[config.mk]
export PLATFORM = sky130hd
export DESIGN_NAME = sdram_dqm_path
export DESIGN_NICKNAME = d
export VERILOG_FILES = /design/src/rtl/sdm_pkg.sv /design/src/rtl/sdm_wr_gate.sv /design/src/rtl/sdm_rd_delay.sv /design/src/rtl/sdm_lane_drv.sv /design/src/rtl/sdram_dqm_path.sv
export SDC_FILE = /design/constraint.sdc
export NUM_CORES = 1
export LEC_CHECK = 0
export BUFFER_PORTS_ARGS = -buffer_cell sky130_fd_sc_hd__buf_2
export CORE_AREA = 2 2 39 41
export DETAILED_ROUTE_END_ITERATION = 6
export DIE_AREA = 0 0 41 43
export PLACE_DENSITY = 0.64
export SLEW_MARGIN = 20
export SYNTH_ARGS = -nofsm -noshare
export SYNTH_HDL_FRONTEND = slang
export SYNTH_HIERARCHICAL = 1
export SYNTH_SLANG_ARGS = --single-unit
[constraint.sdc]
create_clock -name clk -period 1.64 [get_ports clk]
set_clock_uncertainty 0.2 [all_clocks]
set_input_delay 0.328 -clock clk [delete_from_list [all_inputs] [get_ports clk]]
set_output_delay 0.328 -clock clk [all_outputs]
set_load 0.05 [all_outputs]
[src/rtl/sdm_pkg.sv]
// Package: shared constants and helpers for the SDRAM byte-mask data path.
// Assumes byte-wide lanes; lane i covers data bits [i*8 +: 8].
package sdm_pkg;
    localparam int unsigned LANE_BITS   = 8;
    localparam int unsigned LANES_DEF   = 2;
    localparam int unsigned RD_LAT_DEF  = 2;

    // Width of a data bus built from the given number of byte lanes.
    function automatic int unsigned bus_width(input int unsigned lanes);
        return lanes * LANE_BITS;
    endfunction
endpackage

[src/rtl/sdm_wr_gate.sv]
// Module: write-side mask gate.
// Produces per-lane write enables with zero latency from the mask bits and
// the write-active flag. Assumes the mask is presented in the same cycle as
// the write data it qualifies.
module sdm_wr_gate #(
    parameter int unsigned LANES = sdm_pkg::LANES_DEF
) (
    input  logic             wr_active,
    input  logic [LANES-1:0] dqm,
    output logic [LANES-1:0] wr_be
);
    for (genvar g = 0; g < LANES; g++) begin : g_lane
        // Purpose: a lane is written only when a write is active and its mask is low.
        always_comb begin
            wr_be[g] = wr_active & ~dqm[g];
        end
    end
endmodule

[src/rtl/sdm_rd_delay.sv]
// Module: read-side mask delay line.
// Carries the read-active flag and mask bits through RD_LAT register stages.
// The stages shift on every clock, whether or not a read is active. Reset is
// synchronous and active-low and loads every stage with "no read, all masked".
module sdm_rd_delay #(
    parameter int unsigned LANES  = sdm_pkg::LANES_DEF,
    parameter int unsigned RD_LAT = sdm_pkg::RD_LAT_DEF
) (
    input  logic             clk,
    input  logic             rst_n,
    input  logic             rd_active,
    input  logic [LANES-1:0] dqm,
    output logic             dly_vld,
    output logic [LANES-1:0] dly_msk
);
    logic             vld_q [RD_LAT];
    logic [LANES-1:0] msk_q [RD_LAT];

    for (genvar s = 0; s < RD_LAT; s++) begin : g_stage
        if (s == 0) begin : g_head
            // Purpose: capture the current read flag and mask into the first stage.
            always_ff @(posedge clk) begin
                if (!rst_n) begin
                    vld_q[0] <= 1'b0;
                    msk_q[0] <= '1;
                end else begin
                    vld_q[0] <= rd_active;
                    msk_q[0] <= dqm;
                end
            end
        end else begin : g_body
            // Purpose: advance the previous stage by one clock.
            always_ff @(posedge clk) begin
                if (!rst_n) begin
                    vld_q[s] <= 1'b0;
                    msk_q[s] <= '1;
                end else begin
                    vld_q[s] <= vld_q[s-1];
                    msk_q[s] <= msk_q[s-1];
                end
            end
        end
    end

    // Purpose: expose the last stage as the delayed read flag and mask.
    always_comb begin
        dly_vld = vld_q[RD_LAT-1];
        dly_msk = msk_q[RD_LAT-1];
    end

    // a reset edge leaves the last stage disabled
    p_reset_clears_r8: assert property (@(posedge clk)
        !rst_n |=> (!dly_vld && (dly_msk == '1)));
endmodule

[src/rtl/sdm_lane_drv.sv]
// Module: per-lane read output driver.
// Combines the delayed read flag and mask into per-lane output enables and
// gates the internal read data. A released lane drives zeros, and its
// enable tells the pad logic to float the lane.
module sdm_lane_drv #(
    parameter int unsigned LANES = sdm_pkg::LANES_DEF,
    localparam int unsigned BW   = sdm_pkg::LANE_BITS,
    localparam int unsigned DW   = sdm_pkg::bus_width(LANES)
) (
    input  logic             dly_vld,
    input  logic [LANES-1:0] dly_msk,
    input  logic [DW-1:0]    rd_data,
    output logic [DW-1:0]    dq_out,
    output logic [LANES-1:0] dq_oe
);
    for (genvar g = 0; g < LANES; g++) begin : g_lane
        // Purpose: enable a lane when a delayed read is valid and unmasked.
        always_comb begin
            dq_oe[g] = dly_vld & ~dly_msk[g];
        end
        // Purpose: pass the lane's read byte only while it is enabled.
        always_comb begin
            dq_out[g*BW +: BW] = dq_oe[g] ? rd_data[g*BW +: BW] : '0;
        end
    end

    // a released lane never carries data
    always_comb begin
        for (int i = 0; i < LANES; i++) begin
            if (!dq_oe[i]) begin
                a_quiet_lane_r7: assert (dq_out[i*BW +: BW] == '0);
            end
        end
    end
endmodule

[src/rtl/sdram_dqm_path.sv]
// Module: top of the SDRAM byte-mask data path.
// The write mask acts in the same clock as the data. The read mask is delayed
// by RD_LAT clocks and then enables or releases each byte lane. Assumes the
// internal read data is already aligned with the output stage.
module sdram_dqm_path #(
    parameter int unsigned LANES  = sdm_pkg::LANES_DEF,
    parameter int unsigned RD_LAT = sdm_pkg::RD_LAT_DEF,
    localparam int unsigned DW    = sdm_pkg::bus_width(LANES)
) (
    input  logic             clk,
    input  logic             rst_n,
    input  logic             wr_active,
    input  logic             rd_active,
    input  logic [LANES-1:0] dqm,
    input  logic [DW-1:0]    rd_data,
    output logic [LANES-1:0] wr_be,
    output logic [DW-1:0]    dq_out,
    output logic [LANES-1:0] dq_oe
);
    logic             dly_vld;
    logic [LANES-1:0] dly_msk;

    sdm_wr_gate #(.LANES(LANES)) u_wr (
        .wr_active (wr_active),
        .dqm       (dqm),
        .wr_be     (wr_be)
    );

    sdm_rd_delay #(.LANES(LANES), .RD_LAT(RD_LAT)) u_dly (
        .clk       (clk),
        .rst_n     (rst_n),
        .rd_active (rd_active),
        .dqm       (dqm),
        .dly_vld   (dly_vld),
        .dly_msk   (dly_msk)
    );

    sdm_lane_drv #(.LANES(LANES)) u_drv (
        .dly_vld   (dly_vld),
        .dly_msk   (dly_msk),
        .rd_data   (rd_data),
        .dq_out    (dq_out),
        .dq_oe     (dq_oe)
    );

    // Purpose: count cycles since reset, saturating, to qualify past-looking checks.
    logic [1:0] warm_q;
    always_ff @(posedge clk) begin
        if (!rst_n)              warm_q <= '0;
        else if (warm_q != 2'd3) warm_q <= warm_q + 2'd1;
    end

    // no write enable without an active write
    p_no_write_idle_r3: assert property (@(posedge clk) disable iff (!rst_n)
        !wr_active |-> (wr_be == '0));

    for (genvar g = 0; g < LANES; g++) begin : g_chk
        // a masked lane is never written
        p_masked_no_write_r2: assert property (@(posedge clk) disable iff (!rst_n)
            (wr_active && dqm[g]) |-> !wr_be[g]);
        // an open lane is written in the same cycle
        p_open_write_r1: assert property (@(posedge clk) disable iff (!rst_n)
            (wr_active && !dqm[g]) |-> wr_be[g]);
    end

    if (RD_LAT == 2) begin : g_lat2_chk
        // no drive when no read was active two edges back
        p_idle_hiz_r6: assert property (@(posedge clk) disable iff (!rst_n)
            (warm_q >= 2'd2 && !$past(rd_active, 2)) |-> (dq_oe == '0));
        for (genvar g = 0; g < LANES; g++) begin : g_lane_chk
            // masked read lane floats two clocks later
            p_mask_hiz_r4: assert property (@(posedge clk) disable iff (!rst_n)
                (warm_q >= 2'd2 && $past(dqm[g], 2)) |-> !dq_oe[g]);
            // unmasked read lane drives two clocks later
            p_open_drive_r5: assert property (@(posedge clk) disable iff (!rst_n)
                (warm_q >= 2'd2 && $past(rd_active, 2) && !$past(dqm[g], 2))
                |-> dq_oe[g]);
        end
    end
endmodule

==> summary.md <==
| Metric | Value |
|---|---|
| Worst setup EP type | `output port` |
| Critical Path Source | `u_dly/vld_q[1]` |
| Vias | `394` |
| Clock period minus worst slack | `1.56 ns` |
| Synth Instances | `33` |
| CTS tree | `yes` |
| Total GRT Usage | `0.102` |
| Vias in the first global route | `333` |
| Post-route ant nets | `0` |
| Peak supply drop | `316 uV` |
| Seq/Total Area, Yosys | `0.333` |
| Later-pin clock latency in the skew report | `0.23 ns` |
| Largest net degree at the start of global routing | `19` |
| Die W | `41 um` |
| DR DRC count | `0` |
| First-pass GRT wire length | `1190 um` |
| Final period util | `0.954` |
| Fin. Hold Viols | `0` |
| Critical Path RT | `1.11 ns` |
| TNS Setup | `0 ns` |
| TritonCTS Buffers | `3` |
| M1 GR Usage | `0.0871` |
| Top Usage Layer GRT | `met2` |
| Row count | `14` |
| Worst Max-Slew Pin Slew | `0.247 ns` |
| M2 GR Usage | `0.184` |
| CORE AREA | `1380 um2` |
| Status | `complete, no violations` |
| Worst reg2reg startpoint | `u_dly/vld_q[0]` |
| Crit Path Max Fanout | `18` |
| CP arrival | `1.04 ns` |
| Unrepaired setup endpoints after global routing | `false` |
| DPL Wire Length | `701 um` |
| H-tree depth | `1` |
| Final setup fails | `0` |
| Syn Std Cell Area | `360 um2` |
| Final slew viol count | `0` |
| Post-DR wirelength/cell | `9.59 um` |
| Detailed Route WL | `882 um` |
| Max Cap Viol | `0` |
| Commonest non-fill, non-tap cell in the layout | `buf_2` |
| Layout area overhead | `80.6%` |
| Die span in y | `43 um` |
| Cell taking the most area after synthesis | `dfxtp_1` |
| Tot Pwr | `0.355 mW` |
| Die area | `1760 um2` |
| Fmax | `639 MHz` |
| Yosys cell types | `9` |
| Initial antenna violation count | `0` |
| Worst-path clk slew | `0.04 ns` |
| Hold crit path type | `in -> reg` |
| Hold_sp | `rd_active` |
| Nets@finish | `100` |
| Synth Net Count | `55` |
| CP Class | `reg -> out` |
| Inst Count DP | `89` |
| GR met3 Demand/Resource | `0.0157` |
| CP startpoint kind | `flop` |
| Overflow after GRT | `0` |
| Synth top area share | `0.333` |
| Synthesis-stage register bit count | `6` |
| IO Port Bufs | `41` |
| First-pass DRT Iterations | `1` |
| Clk buf depth | `2` |
| Share of cells above drive strength 1 | `0.763` |
| Pwr dens | `546 nW/um2` |
| Synth area leaders | `dfxtp_1 (33%), and3b_2 (22%), and3b_1 (19%), nor2b_4 (7.6%), nand2b_1 (6.9%)` |
| Final GP Congestion | `0.583` |
| Number of warnings issued by yosys | `6` |
| Syn avg cell area | `10.9 um2` |
| Cell area after placement | `577 um2` |
| Leakage power | `0.416 nW` |
| Initial Util | `0.260` |
| Diodes inserted | `0` |
| Clk sinks | `6` |
| # IOs | `42` |
| Final core utilization | `0.470` |
| Clk root buf | `clkbuf_4` |
| Initial DRC Count | `0` |
| Most frequent cells in the layout | `buf_2 (23), buf_4 (17), and3b_1 (8), and3b_2 (8)` |
| Post-route cell area | `651 um2` |
| Slew HR | `0.837` |
| Vias/cell | `4.28` |
| Finished Layout Cells | `92` |
final timing paths:
kind | cells past startpoint | to | slack, ns
worst max-delay path | 2 | dq_out[4] | 0.08
worst max register to register | 1 | u_dly/vld_q[1] | 0.91
worst min register to register | 1 | u_dly/msk_q[1][0] | 0.21
worst min-delay path | 2 | u_dly/vld_q[0] | 0.09
metrics by stage:
stage	hold WS, ns	worst slack (ns)
after detailed placement	0.202	0.0652
after global placement	0.190	0.0869
after global routing	0.0995	0.0233
final	0.0909	0.0758
after CTS	0.0842	0.00987
after floorplan	0.186	0.125
kinds of logic (layout without fill, tap and decap cells):
kind of cell | Yosys count | in the layout | share of synthesized area
flip-flops | 6 | 6 | 0.333
buffers and inverters | 1 | 44 | 0.0312
AND/OR/NAND/NOR | 26 | 26 | 0.635
sequential cells by signal, indices dropped and copies added (netlist names):
name / cells
u_dly/msk_q: 4
u_dly/vld_q: 2
layer usage:
| layer | vias up | share of wire |
|---|---|---|
| met5 | - | 0 |
| met3 | 0 | 0.084 |
| li1 | 200 | - |
| met2 | 19 | 0.57 |
| met4 | 0 | 0 |
| met1 | 175 | 0.35 |
what timing repair did:
action,in CTS,in global routing
resized for setup,19,3
cloned,0,0
buffers inserted,0,0
endpoints found under the setup margin,18,18
hold buffers,0,0
critical path, stage by stage, from the launching register on:
cell and delay (ns):
dfxtp_4 0.41, and3b_2 0.20, buf_4 0.19
Yosys cell counts:
cell type and instances:
nand2b_1 4, nor2b_1 1, nor2b_4 2, dfxtp_1 6, buf_6 1, and3b_2 8, and2b_1 1, and3b_1 8
and2_1 2
area by class of cell:
class | count | area, um2
Multi-Input combinational cell | 26 | 231
Sequential cell | 6 | 126
Tap cell | 16 | 20.0
Timing Repair Buffer | 41 | 250
Fill cell | 153 | 733
Clock buffer | 3 | 22.5
power breakdown:
group / switching [mW] / leakage [nW] / internal (mW)
Sequential: 0.00786 / 0.0497 / 0.153
Combinational: 0.0320 / 0.352 / 0.0344
Clock: 0.0455 / 0.0138 / 0.0823
Total: 0.0854 / 0.416 / 0.270
Power figures use the tool's default switching activity.
